`config.mk`:
```
export PLATFORM = sky130hd
export DESIGN_NAME = conio_cmd_slave
export DESIGN_NICKNAME = d
export VERILOG_FILES = /design/src/rtl/ccs_pkg.sv /design/src/rtl/ccs_bus_regs.sv /design/src/rtl/ccs_cmd_fsm.sv /design/src/rtl/ccs_evt_out.sv /design/src/rtl/conio_cmd_slave.sv
export SDC_FILE = /design/constraint.sdc
export NUM_CORES = 1
export LEC_CHECK = 0
export ABC_AREA = 1
export BUFFER_PORTS_ARGS = -buffer_cell sky130_fd_sc_hd__buf_2
export CAP_MARGIN = 40
export CORE_AREA = 2 2 138 140
export DETAILED_ROUTE_END_ITERATION = 10
export DIE_AREA = 0 0 140 142
export PLACE_DENSITY = 0.81
export SYNTH_ARGS = -nofsm -noshare
export SYNTH_HDL_FRONTEND = slang
export SYNTH_SLANG_ARGS = --single-unit
```
`constraint.sdc`:
```
create_clock -name clk -period 3 [get_ports clk]
set_input_delay 0.6 -clock clk [delete_from_list [all_inputs] [get_ports clk]]
set_output_delay 0.6 -clock clk [all_outputs]
set_load 0.05 [all_outputs]
```
`src/rtl/ccs_pkg.sv`:
```
package ccs_pkg;

   typedef enum logic [3:0] {
      EVK_NONE     = 4'd0,
      EVK_UINT     = 4'd1,
      EVK_SINT     = 4'd2,
      EVK_REAL     = 4'd3,
      EVK_CHAR     = 4'd4,
      EVK_PIXEL    = 4'd5,
      EVK_CLR_TEXT = 4'd6,
      EVK_CLR_GFX  = 4'd7,
      EVK_GET_NUM  = 4'd8,
      EVK_GET_KEY  = 4'd9
   } evk_e;

   typedef enum logic [2:0] {
      ST_IDLE,
      ST_EMIT,
      ST_AWAIT_IN,
      ST_FETCH,
      ST_MWAIT,
      ST_CHAR
   } st_e;

   localparam int CODE_W  = 4;
   localparam int MAX_CODE = 9;

endpackage

```
`src/rtl/ccs_bus_regs.sv`:
```
module ccs_bus_regs #(
   parameter int          BUS_AW    = 20,
   parameter int          DATA_W    = 64,
   parameter int          CTRL_W    = 32,
   parameter int unsigned CTRL_ADDR = 32'h10000,
   parameter int unsigned DATA_ADDR = 32'h10008
) (
   input  logic                      clk,
   input  logic                      rst_n,
   input  logic                      bus_valid,
   input  logic                      bus_write,
   input  logic [BUS_AW-1:0]         bus_addr,
   input  logic [DATA_W-1:0]         bus_wdata,
   input  logic                      busy,
   input  logic                      ld_en,
   input  logic [DATA_W-1:0]         ld_val,
   output logic                      bus_ready,
   output logic [DATA_W-1:0]         bus_rdata,
   output logic                      start,
   output logic [ccs_pkg::CODE_W-1:0] start_code,
   output logic [DATA_W-1:0]         data_q
);
   import ccs_pkg::*;

   if (CTRL_W < CODE_W || CTRL_W > DATA_W) begin : g_bad_ctrl_w
      $error("ccs_bus_regs: CTRL_W must lie between the code width and DATA_W");
   end
   if (CTRL_ADDR == DATA_ADDR) begin : g_bad_addr
      $error("ccs_bus_regs: command and operand addresses collide");
   end

   logic [CTRL_W-1:0] ctrl_q;
   logic              hit_ctrl, hit_data, acc_wr, code_ok;

   assign hit_ctrl  = (bus_addr == BUS_AW'(CTRL_ADDR));
   assign hit_data  = (bus_addr == BUS_AW'(DATA_ADDR));
   assign bus_ready = !busy;
   assign acc_wr    = bus_valid && bus_write && !busy;
   assign code_ok   = (bus_wdata[CTRL_W-1:0] != '0) &&
                      (bus_wdata[CTRL_W-1:0] <= CTRL_W'(MAX_CODE));

   assign start      = acc_wr && hit_ctrl && code_ok;
   assign start_code = bus_wdata[CODE_W-1:0];

   always_ff @(posedge clk) begin
      if (!rst_n) begin
         ctrl_q <= '0;
         data_q <= '0;
      end else begin
         if (acc_wr && hit_ctrl) ctrl_q <= bus_wdata[CTRL_W-1:0];
         if (ld_en)                    data_q <= ld_val;
         else if (acc_wr && hit_data)  data_q <= bus_wdata;
      end
   end

   always_comb begin
      if (hit_ctrl)      bus_rdata = DATA_W'(ctrl_q);
      else if (hit_data) bus_rdata = data_q;
      else               bus_rdata = '0;
   end

endmodule

```
`src/rtl/ccs_cmd_fsm.sv`:
```
module ccs_cmd_fsm #(
   parameter int DATA_W = 64,
   parameter int MEM_AW = 16
) (
   input  logic                       clk,
   input  logic                       rst_n,
   input  logic                       start,
   input  logic [ccs_pkg::CODE_W-1:0] start_code,
   input  logic [MEM_AW-1:0]          ptr_init,
   input  logic                       ev_ready,
   input  logic                       mem_rd_valid,
   input  logic [7:0]                 mem_rd_data,
   input  logic                       in_valid,
   input  logic [DATA_W-1:0]          in_data,
   output logic                       busy,
   output logic                       ev_valid,
   output logic [3:0]                 ev_kind,
   output logic                       char_sel,
   output logic [7:0]                 char_q,
   output logic                       mem_rd_req,
   output logic [MEM_AW-1:0]          mem_rd_addr,
   output logic                       ld_en,
   output logic [DATA_W-1:0]          ld_val
);
   import ccs_pkg::*;

   if (DATA_W < 16 || MEM_AW < 1 || MEM_AW > DATA_W) begin : g_bad_widths
      $error("ccs_cmd_fsm: MEM_AW must fit inside DATA_W");
   end

   st_e               st_q;
   evk_e              kind_q;
   logic [MEM_AW-1:0] ptr_q;
   logic              wants_input;

   assign wants_input = (kind_q == EVK_GET_NUM) || (kind_q == EVK_GET_KEY);

   always_ff @(posedge clk) begin
      if (!rst_n) begin
         st_q   <= ST_IDLE;
         kind_q <= EVK_NONE;
         ptr_q  <= '0;
         char_q <= '0;
      end else begin
         case (st_q)
            ST_IDLE: if (start) begin
               kind_q <= evk_e'(start_code);
               if (evk_e'(start_code) == EVK_CHAR) begin
                  ptr_q <= ptr_init;
                  st_q  <= ST_FETCH;
               end else begin
                  st_q  <= ST_EMIT;
               end
            end
            ST_EMIT: if (ev_ready) st_q <= wants_input ? ST_AWAIT_IN : ST_IDLE;
            ST_AWAIT_IN: if (in_valid) st_q <= ST_IDLE;
            ST_FETCH: st_q <= ST_MWAIT;
            ST_MWAIT: if (mem_rd_valid) begin
               if (mem_rd_data == 8'd0) begin
                  st_q <= ST_IDLE;
               end else begin
                  char_q <= mem_rd_data;
                  st_q   <= ST_CHAR;
               end
            end
            ST_CHAR: if (ev_ready) begin
               ptr_q <= ptr_q + MEM_AW'(1);
               st_q  <= ST_FETCH;
            end
            default: st_q <= ST_IDLE;
         endcase
      end
   end

   assign busy        = (st_q != ST_IDLE);
   assign ev_valid    = (st_q == ST_EMIT) || (st_q == ST_CHAR);
   assign char_sel    = (st_q == ST_CHAR);
   assign ev_kind     = char_sel ? EVK_CHAR : kind_q;
   assign mem_rd_req  = (st_q == ST_FETCH);
   assign mem_rd_addr = ptr_q;
   assign ld_en       = (st_q == ST_AWAIT_IN) && in_valid;
   assign ld_val      = (kind_q == EVK_GET_KEY) ?
                        {{(DATA_W-8){1'b0}}, in_data[7:0]} : in_data;

endmodule

```
`src/rtl/ccs_evt_out.sv`:
```
module ccs_evt_out #(
   parameter int DATA_W    = 64,
   parameter int X_LANE    = 5,
   parameter int Y_LANE    = 4,
   parameter int RGB_LANES = 3,
   localparam int RGB_W    = 8 * RGB_LANES,
   localparam int LANES    = DATA_W / 8
) (
   input  logic [DATA_W-1:0] data_q,
   input  logic              char_sel,
   input  logic [7:0]        char_q,
   output logic [DATA_W-1:0] ev_data,
   output logic [7:0]        px_x,
   output logic [7:0]        px_y,
   output logic [RGB_W-1:0]  px_rgb
);

   if (X_LANE >= LANES || Y_LANE >= LANES || X_LANE == Y_LANE) begin : g_bad_xy
      $error("ccs_evt_out: coordinate lanes out of range or overlapping");
   end
   if (RGB_LANES < 1 || RGB_LANES > X_LANE || RGB_LANES > Y_LANE) begin : g_bad_rgb
      $error("ccs_evt_out: colour lanes must sit below the coordinate lanes");
   end

   for (genvar i = 0; i < RGB_LANES; i++) begin : g_rgb_lane
      assign px_rgb[8*i +: 8] = data_q[8*i +: 8];
   end

   assign px_x    = data_q[8*X_LANE +: 8];
   assign px_y    = data_q[8*Y_LANE +: 8];
   assign ev_data = char_sel ? {{(DATA_W-8){1'b0}}, char_q} : data_q;

endmodule

```
`src/rtl/conio_cmd_slave.sv`:
```
module conio_cmd_slave #(
   parameter int          BUS_AW    = 20,
   parameter int          DATA_W    = 64,
   parameter int          CTRL_W    = 32,
   parameter int          MEM_AW    = 16,
   parameter int unsigned CTRL_ADDR = 32'h10000,
   parameter int unsigned DATA_ADDR = 32'h10008,
   parameter int          PX_X_LANE = 5,
   parameter int          PX_Y_LANE = 4,
   parameter int          RGB_LANES = 3,
   localparam int         RGB_W     = 8 * RGB_LANES
) (
   input  logic              clk,
   input  logic              rst_n,
   input  logic              bus_valid,
   input  logic              bus_write,
   input  logic [BUS_AW-1:0] bus_addr,
   input  logic [DATA_W-1:0] bus_wdata,
   output logic              bus_ready,
   output logic [DATA_W-1:0] bus_rdata,
   output logic              ev_valid,
   input  logic              ev_ready,
   output logic [3:0]        ev_kind,
   output logic [DATA_W-1:0] ev_data,
   output logic [7:0]        px_x,
   output logic [7:0]        px_y,
   output logic [RGB_W-1:0]  px_rgb,
   output logic              mem_rd_req,
   output logic [MEM_AW-1:0] mem_rd_addr,
   input  logic              mem_rd_valid,
   input  logic [7:0]        mem_rd_data,
   input  logic              in_valid,
   input  logic [DATA_W-1:0] in_data
);
   import ccs_pkg::*;

   logic                busy, start, ld_en, char_sel;
   logic [CODE_W-1:0]   start_code;
   logic [DATA_W-1:0]   data_q, ld_val;
   logic [7:0]          char_q;

   ccs_bus_regs #(
      .BUS_AW(BUS_AW), .DATA_W(DATA_W), .CTRL_W(CTRL_W),
      .CTRL_ADDR(CTRL_ADDR), .DATA_ADDR(DATA_ADDR)
   ) regs_i (
      .clk(clk), .rst_n(rst_n),
      .bus_valid(bus_valid), .bus_write(bus_write),
      .bus_addr(bus_addr), .bus_wdata(bus_wdata),
      .busy(busy), .ld_en(ld_en), .ld_val(ld_val),
      .bus_ready(bus_ready), .bus_rdata(bus_rdata),
      .start(start), .start_code(start_code), .data_q(data_q)
   );

   ccs_cmd_fsm #(.DATA_W(DATA_W), .MEM_AW(MEM_AW)) fsm_i (
      .clk(clk), .rst_n(rst_n),
      .start(start), .start_code(start_code),
      .ptr_init(data_q[MEM_AW-1:0]),
      .ev_ready(ev_ready),
      .mem_rd_valid(mem_rd_valid), .mem_rd_data(mem_rd_data),
      .in_valid(in_valid), .in_data(in_data),
      .busy(busy), .ev_valid(ev_valid), .ev_kind(ev_kind),
      .char_sel(char_sel), .char_q(char_q),
      .mem_rd_req(mem_rd_req), .mem_rd_addr(mem_rd_addr),
      .ld_en(ld_en), .ld_val(ld_val)
   );

   ccs_evt_out #(
      .DATA_W(DATA_W), .X_LANE(PX_X_LANE), .Y_LANE(PX_Y_LANE),
      .RGB_LANES(RGB_LANES)
   ) evt_i (
      .data_q(data_q), .char_sel(char_sel), .char_q(char_q),
      .ev_data(ev_data), .px_x(px_x), .px_y(px_y), .px_rgb(px_rgb)
   );

endmodule

```
# Yosys cells after proc, flatten, opt, wreduce, memory -nomap -nowiden
# Cells that the tools add are included.
# op_classes
add_sub_neg,1
magnitude_cmp,1
n_bitwise,1
n_eq_ne,16
n_reduce_logical,20
n_mux,20
# op_table
operator,count
$mux W64,6
$mux W16,3
$eq A20 B17 Y1 const B,2
$le A32 B4 Y1 const B,1
$pmux W16 S2,1
$reduce_bool A32 Y1,1
$mux W3,6
$pmux W3 S6,1
$add A16 B1 Y16 const B,1
$eq A4 B4 Y1 const B,2
$logic_not A8 Y1,1
$ne A2 B2 Y1 const B,4
$logic_and A1 B1 Y1,7
$eq A3 B2 Y1 const B,2
$eq A3 B3 Y1 const B,2
$reduce_and A5 Y1,1
$eq A4 B3 Y1 const B,1
$mux W2,2
$mux W4,1
$ne A2 B1 Y1 const B,2
$reduce_and A4 Y1,1
$reduce_bool A2 Y1,2
$eq A3 B1 Y1 const B,1
$logic_not A3 Y1,1
6 further kinds,7
# word_totals
wordCells,65
input_bits,163
regBits,127

# Logic depth before layout (Yosys ltp)
# Gate-level depths: netlist of the first run.
# depth
ltp_word,7
ltp_mapped,13
ltp_nobuf,12

# By module
# A second synthesis of the first run with hierarchy kept.
# unflattened
cells_unflattened,1497
area_unflattened_um2,8748.4
# modules_own_cells
module,n_inst,cells_each,seq_area_each_um2,area_per_inst_um2
ccs_bus_regs,1,852,1921.8,5320.1
ccs_cmd_fsm,1,461,620.6,2541.2
ccs_evt_out,1,184,0.0,887.1

# Worst setup path before layout of the first run
# OpenSTA, ideal clock, no wires.
# synth_path
path_type,reg2out
from,register fsm_i.st_q[0]
to,output ev_data[0]
arrival_time_ps,2636
required_ps,2400
path_stages_with_launch,9
setup_slack_ps,-236
path_buffers,2
cell_sequence,dfxtp_1 > inv_1 > nor2_2 > inv_1 > nor2_2 > inv_1 > buf_2 > clkbuf_1 > o21ai_0
# synth_via
elab_chain_cells,2
# synth_rtl
element,line_no,source
"start, declared",ccs_cmd_fsm.sv:31,st_e st_q;
"start signal, assigned",ccs_cmd_fsm.sv:55,ST_EMIT: if (ev_ready) st_q <= wants_input ? ST_AWAIT_IN : ST_IDLE;
$eq A3 B3 Y1,ccs_cmd_fsm.sv:77,assign char_sel = (st_q == ST_CHAR);
$mux W64,ccs_evt_out.sv:31,"assign ev_data = char_sel ? {{(DATA_W-8){1'b0}}, char_q} : data_q;"
"end, declared",conio_cmd_slave.sv:24,"output logic [DATA_W-1:0] ev_data,"
# No other way between the ends.

# Worst setup path in the final report of the first run
# layout_path
from,register fsm_i.st_q[0]
to,output ev_data[10]
# Same word-level chain as after synthesis.

==> out/results.tsv, run 1 <==
stage	metric	value	unit
status	status	finished with violations	
status	violated checks	design-rule violations	
synth	largest family of logic cells by synthesized area	simple AND/OR/NAND/NOR gates	
global_route	global-route wire length before repair	40.70	mm
worst_setup_path	Startpoint Class	flop	
route	DR pass1 iterations	8	
pwr	Net Sw Frac	34.95	%
layout	Reg area	0.002542	mm²
global_route	pin count of the biggest net entering global routing	60	
global_route	Overall Global Routing Usage	25.72	%
synth	Adder-Cell Fraction of Synth Area	0.1656	%
place	IO Port Bufs	353	
timing	final hold vios	0	
pwr	Pint	0.003132	W
place	RePlAce Congestion	0.9601	
global_route	antenna violations before repair	1	
timing	max-slew violation count	0	
synth	Async S/R FF share, synth	0	%
layout	commonest non-fill, non-tap cell in the layout	buf_2	
timing	clk_skew	7.630	ps
floorplan	Die H	142	µm
min_path	Hold Crit Start	bus_wdata[28]	
timing	fin crit period	2810	ps
timing	final setup fails	0	
route	antenna-violating nets left	0	
layout	Final nets	1647	
synth	post-synthesis simple-gate area fraction	28.81	%
synth	Yosys cell types	35	
synth	compound-cell area share of the yosys netlist	19.51	%
worst_setup_path	Crit. End Element	output pin	
clock_network	H-tree depth reported by CTS	4	
floorplan	area of the die	0.01988	mm²
timing	Setup TNS	0	ps
route	via count	8744	
min_path	worst hold path endpoint	regs_i.ctrl_q[28]	
synth	Syn Area/Cell	6.260	µm²
worst_setup_path	reg2reg end	regs_i.data_q[9]	
route	initial DRC count	565	
global_route	vias in the first global route	7874	
floorplan	Ports	354	
synth	Post-synth EDFFs	0	
worst_setup_path	Worst EP arrival	2210	ps
worst_setup_path	Critical Setup Path Class	flop to output pin	
route	average vias per placed instance	5.054	
floorplan	initial core utilization	40.94	%
pwr	Comb pwr share	22.3	%
synth	cell area after synthesis	0.007556	mm²
clock_network	CTS tree	yes	
worst_setup_path	CP max FO	26	
floorplan	Die X	140	µm
clock_network	CTS sink count	127	
place	placed wire-length estimate	19.39	mm
synth	Syn Nets	1371	
pwr	clock share of power	39.8	%
layout	ANT cells	0	
synth	post-synthesis sequential area ratio	33.65	%
worst_setup_path	Crit path buffers/inverters	6	
timing	Tightest Pin Transition	856.0	ps
layout	final core occ	52.45	%
pwr	Leak	5.518	nW
timing	crit share post-route	93.67	%
pwr	Psw	0.001683	W
timing	Achievable Freq	0.3559	GHz
synth	register bit total from synthesis	127	
worst_setup_path	delay-heaviest family, CP	buffers and inverters	
timing	worst rel slew slack	42.73	%
synth	cell count after synthesis	1207	
route	# DRC	20	
layout	Multi-input gate area	0.003697	mm²
clock_network	cts hold-fix bufs	0	
worst_setup_path	Critical Path Max Stage Delay	360	ps
worst_setup_path	Worst Path Required	2400	ps
clock_network	clk buf depth	2	
floorplan	Core Box Area	0.01846	mm²
synth	Synth Area in XOR/XNOR	0.3477	%
synth	Top FF cell, synth	dfxtp_1	
floorplan	FP Rows	50	
clock_network	Post-CTS Setup Inserts	0	
synth	mux contribution to synthesized area	0	%
pwr	Max IR drop VDD	0.0003928	V
worst_setup_path	cells along the critical path	inv_1 > nor2_2 > inv_1 > nor2_2 > inv_2 > buf_4 > nand2_1 > inv_1 > buf_2	
route	final WL	26.41	mm
flow_run	Max Cap Violations	0	
clock_network	clock root buffer	clkbuf_16	
pwr	Pwr Total	0.004815	W
timing	RSZ-0062 raised after global routing	false	
pwr	power per cell area	497.4	mW/mm²
worst_setup_path	r2r startpoint	fsm_i.st_q[2]	
worst_setup_path	Top cell by count, worst path	inv_1	
clock_network	post-CTS sizing	0	
layout	Layout area overhead	28.12	%
global_route	GRT overflow	0	
synth	Ys Warns	0	
min_path	Tightest Hold Check Type	input pin to flop	
worst_setup_path	Slowest-stage cell, CP	buf_4	
clock_network	later-pin clock latency in the skew report	420	ps
worst_setup_path	R2R setup slack	770	ps
route	post-DR wirelength/cell	15.26	µm
worst_setup_path	FF-to-FF path depth	8	
layout	fraction of layout cells with a size suffix above 1	28.34	%
clock_network	total CTS buffers	17	
layout	Layout fillers	1896	
layout	commonest cells after routing, fill and taps aside	buf_2, nand2_1, nor2_1	
min_path	worst hold path cell count	3	
pwr	Seq pwr share	37.9	%
clock_network	Worst-path clk slew	60	ps
==> how the worst max path moves through the flow <==
stage | start | to | slack, ps | cells past startpoint
3_3_place_gp | bus_addr[13] | bus_rdata[37] | 210 | 10
5_1_grt | fsm_i.st_q[0] | ev_data[11] | 9 | 9
3_5_place_dp | bus_addr[15] | bus_rdata[37] | 160 | 10
6_report | fsm_i.st_q[0] | ev_data[10] | 190 | 9
2_1_floorplan | fsm_i.st_q[0] | ev_data[0] | -240 | 8
4_1_cts | bus_addr[15] | bus_rdata[37] | 160 | 10
==> cell usage after synthesis, types with 2 or more instances <==
cell type	instances	area [µm²]
nand2_1	243	912.1
inv_2	5	18.77
nor2_2	6	37.54
inv_1	167	626.9
buf_1	5	18.77
a22o_1	26	227.7
nor3_1	4	20.02
o31ai_1	2	15.01
nor2_1	171	641.9
nand3_1	85	425.4
xor2_1	3	26.28
clkbuf_1	39	146.4
a21oi_1	80	400.4
nand3b_1	2	15.01
nand4_1	4	25.02
o21ai_1	22	110.1
buf_4	41	307.8
o211a_1	6	60.06
buf_6	9	101.4
nand2_4	3	33.78
dfxtp_1	127	2542
nand2_2	2	12.51
buf_2	20	100.1
o21ai_0	122	610.6
a211oi_1	3	22.52
==> metal layers <==
| layer | vias up | wire (µm) | GRT usage, % |
|---|---|---|---|
| li1 | 4328 | - | - |
| met1 | 3975 | 11220 | 33.32 |
| met2 | 398 | 12570 | 42.99 |
| met3 | 41 | 2089 | 5.114 |
| met4 | 2 | 518 | 8.985 |
| met5 | - | 12 | 0 |
==> state kept, by name (all words and copies together), names as in the netlist <==
signal             count
fsm_i.char_q           8
fsm_i.st_q             3
regs_i.data_q         64
regs_i.ctrl_q         32
fsm_i.mem_rd_addr     16
fsm_i.kind_q           4
==> layout make-up <==
type                            count  area share [%]
Inverter                          173           6.708
Multi-Input combinational cell    793           38.19
Timing Repair Buffer              371           20.24
Clock inverter                     14           1.137
Tap cell                          234           3.024
Sequential cell                   127           26.26
Clock buffer                       18           4.433
==> tightest hold or removal path, delay by kind of cell <==
family,cells,cell delay [ps]
compound gates,1,50
buf+inv,2,160
==> per-stage QoR <==
step	worst slack (ps)	instances	hold WS (ps)	cell area, µm²
after global placement	210.5	1698	434.1	9141
after CTS	158.4	1730	424.6	9681
after global routing	9.437	1730	439.1	9681
after detailed placement	159.7	1698	439.8	9141
final	189.8	1730	446.3	9681
after floorplan	-235.6	1207	424.5	7556
==> cell families after synthesis <==
family          after synthesis
compound gates              265
xor+xnor                      3
fa+ha+maj                     1
buf+inv                     287
flops                       127
simple gates                524
==> power groups by stage <==
stage	sequential, W	clock (W)	combinational (W)
2_1_floorplan	0.00189	0	0.000737
3_3_place_gp	0.00186	0	0.00105
3_5_place_dp	0.00186	0	0.00107
4_1_cts	0.00182	0.00195	0.00107
5_1_grt	0.00183	0.00204	0.00118
6_report	0.00183	0.00191	0.00107
(Power assumes the default switching activity.)
==> inputs of run 2 (changes only) <==
- CORE_AREA: 2 2 138 140 -> 2 2 137 139
- DIE_AREA: 0 0 140 142 -> 0 0 139 141
- PLACE_DENSITY: 0.81 -> 0.82
- SKIP_CTS_REPAIR_TIMING: not set -> 1
==> run 2 against run 1 <==
The run now ends clean. Non-clock buffer count fell by 1. Critical endpoint is now bus_rdata[2]. Worst setup slack got worse by 23 ps. Fmax fell by 0.82%. Clock-buffer cell count fell by 1. Core utilization rose by 0.96 points. First-iteration DRC count rose by 17%. Clock skew rose by 5.6 ps. Flip-flop and latch count did not move. Global-route usage fell by 0.21 points.
==> out/results.tsv, run 2 (synthesis gave the netlist of run 1 again) <==
stage	metric	value	unit	change
route	DR pass1 iterations	5		-3
layout	Design Area, Final	0.009758	mm²	+0.80%
pwr	Pint	0.003367	W	+7.5%
layout	commonest cells after routing, fill and taps aside	buf_2, nand2_1, nor2_1		
worst_setup_path	Critical Path Max Stage Delay	410	ps	+50 ps
layout	Layout fillers	1807		-4.7%
clock_network	total CTS buffers	17		unchanged
route	post-DR wirelength/cell	15.09	µm	-1.1%
pwr	Leak	5.550	nW	+0.58%
worst_setup_path	Worst Path Required	2400	ps	about the same
pwr	Max IR drop VDD	0.0003544	V	-9.8%
clock_network	CTS tree	yes		
worst_setup_path	Crit. End Element	output pin		
route	# DRC	0		-100%
global_route	antenna violations before repair	4		+3
place	Post-Place Cells	1697		-0.059%
timing	RSZ-0062 raised after global routing	false		
global_route	global-route wire length before repair	40.49	mm	-0.53%
pwr	Net Sw Frac	32.72	%	-2.2 points
timing	Achievable Freq	0.3529	GHz	-0.82%
place	placed wire-length estimate	18.94	mm	-2.3%
timing	crit share post-route	94.45	%	+0.77 points
worst_setup_path	Slowest-stage cell, CP	buf_4		
timing	worst rel slew slack	58.66	%	+16 points
clock_network	H-tree depth reported by CTS	4		unchanged
clock_network	clock root buffer	clkbuf_16		
layout	fraction of layout cells with a size suffix above 1	28.27	%	-0.077 points
global_route	GRT overflow	0		unchanged
status	status	finished clean		
floorplan	Die X	139	µm	-0.71%
place	Placed Area	0.009159	mm²	+0.19%
timing	clk_skew	13.27	ps	+5.639 ps
flow_run	Max Cap Violations	0		unchanged
global_route	pin count of the biggest net entering global routing	66		+10%
route	via count	8737		-0.080%
worst_setup_path	Worst EP arrival	2230	ps	+20 ps
pwr	Psw	0.001637	W	-2.7%
clock_network	CTS sink count	127		unchanged
floorplan	area of the die	0.01960	mm²	-1.4%
layout	Layout area overhead	29.14	%	
worst_setup_path	cells along the critical path	buf_2 > nor2_1 > nand2_1 > nor2_2 > nand2_1 > nor2_2 > buf_4 > nand2_1 > o21ai_0 > buf_2		
timing	hold slack	450.5	ps	+4.296 ps
min_path	Tightest Hold Check Type	flop to flop		
pwr	Seq pwr share	36.4	%	-1.5 points
layout	Largest Register	regs_i.data_q		
clock_network	later-pin clock latency in the skew report	410	ps	about the same
worst_setup_path	CP max FO	31		+19%
worst_setup_path	Critical Setup Path Class	input pin to output pin		
layout	commonest non-fill, non-tap cell in the layout	buf_2		
worst_setup_path	Startpoint Class	input pin		
global_route	vias in the first global route	7903		+0.37%
worst_setup_path	Top cell by count, worst path	nand2_1		
floorplan	Ports	354		unchanged
global_route	Overall Global Routing Usage	25.51	%	-0.21 points
route	average vias per placed instance	5.050		about the same
place	RePlAce Congestion	0.9349		-2.6%
place	IO Port Bufs	353		unchanged
layout	final std cells w/o fill	1730		unchanged
layout	Final nets	1646		-0.061%
pwr	clock share of power	42.0	%	+2.2 points
pwr	power per cell area	512.9	mW/mm²	+3.1%
timing	final hold vios	0		unchanged
route	initial DRC count	663		+17%
layout	max reg flops	64		unchanged
pwr	Comb pwr share	21.6	%	-0.7 points
timing	final setup fails	0		unchanged
clock_network	Worst-path clk slew	60	ps	about the same
floorplan	Core Box Area	0.01827	mm²	-1.0%
floorplan	initial core utilization	41.36	%	+0.42 points
timing	max-slew violation count	0		unchanged
clock_network	clk buf depth	2		unchanged
timing	fin crit period	2833	ps	+23.19 ps
floorplan	FP Rows	50		unchanged
floorplan	Die H	141	µm	-0.70%
worst_setup_path	R2R setup slack	910	ps	+140 ps
timing	Tightest Pin Transition	620.1	ps	-235.9 ps
route	final WL	26.10	mm	-1.1%
route	antenna-violating nets left	0		unchanged
run 2: cell count changes in the layout (fill, tap and decap cells not counted), sizes merged:
cell / previous run / this run
clkbuf: 18 / 17
diode: 0 / 3
inv: 177 / 173
buf: 371 / 370
bufinv: 0 / 3
run 2: power groups by stage:
| stage | logic [W] | registers (W) | clock network, W |
|---|---|---|---|
| after floorplan | 0.000737 | 0.00189 | 0 |
| after global placement | 0.00105 | 0.00185 | 0 |
| after detailed placement | 0.00107 | 0.00186 | 0 |
| after CTS | 0.00107 | 0.00182 | 0.00215 |
| after global routing | 0.00119 | 0.00183 | 0.00222 |
| final | 0.00108 | 0.00182 | 0.00210 |
run 2: final cells by class:
class	count	area, µm²	area share [%]
tap	234	292.8	3.000
timing repair buffer	370	1977	20.26
multi-input combinational	793	3697	37.89
clock buffer	17	425.4	4.360
clock inverter	13	166.4	1.705
sequential	127	2542	26.05
antenna	3	7.507	0.07693
inverter	173	649.4	6.655
run 2: critical path: cells and delay by family:
kind	cells	cell delay [ps]
buffers and inverters	3	840
and+or+nand+nor	6	640
AOI/OAI and AO/OA	1	150
run 2: worst paths after layout:
kind                   startpoint                     to  depth (start not counted)
hold reg to reg   fsm_i.char_q[5]        fsm_i.char_q[5]                          2
setup / recovery     bus_addr[11]           bus_rdata[2]                         10
setup reg to reg    fsm_i.st_q[0]  fsm_i.mem_rd_addr[10]                         10
hold / removal    fsm_i.char_q[5]        fsm_i.char_q[5]                          2
run 2: per-stage QoR:
step	setup TNS [ps]	power, W	setup slack, ps	utilization [%]
2_1_floorplan	-1885	0.002632	-235.6	-
3_3_place_gp	0	0.002907	224.8	50.14
3_5_place_dp	0	0.002927	220.8	50.14
4_1_cts	0	0.005041	182.5	53.38
5_1_grt	0	0.005236	56.96	53.40
6_report	0	0.005005	166.6	53.42
run 2: layer usage:
layer | wire length [µm] | vias to the layer above | GRT usage [%] | share of wire, %
met1 | 11010 | 3927 | 32.58 | 42
met3 | 2021 | 57 | 5.571 | 7.7
met5 | 0 | - | 0 | 0
met4 | 854 | 0 | 11.54 | 3.3
met2 | 12220 | 418 | 41.48 | 47
li1 | - | 4335 | - | -
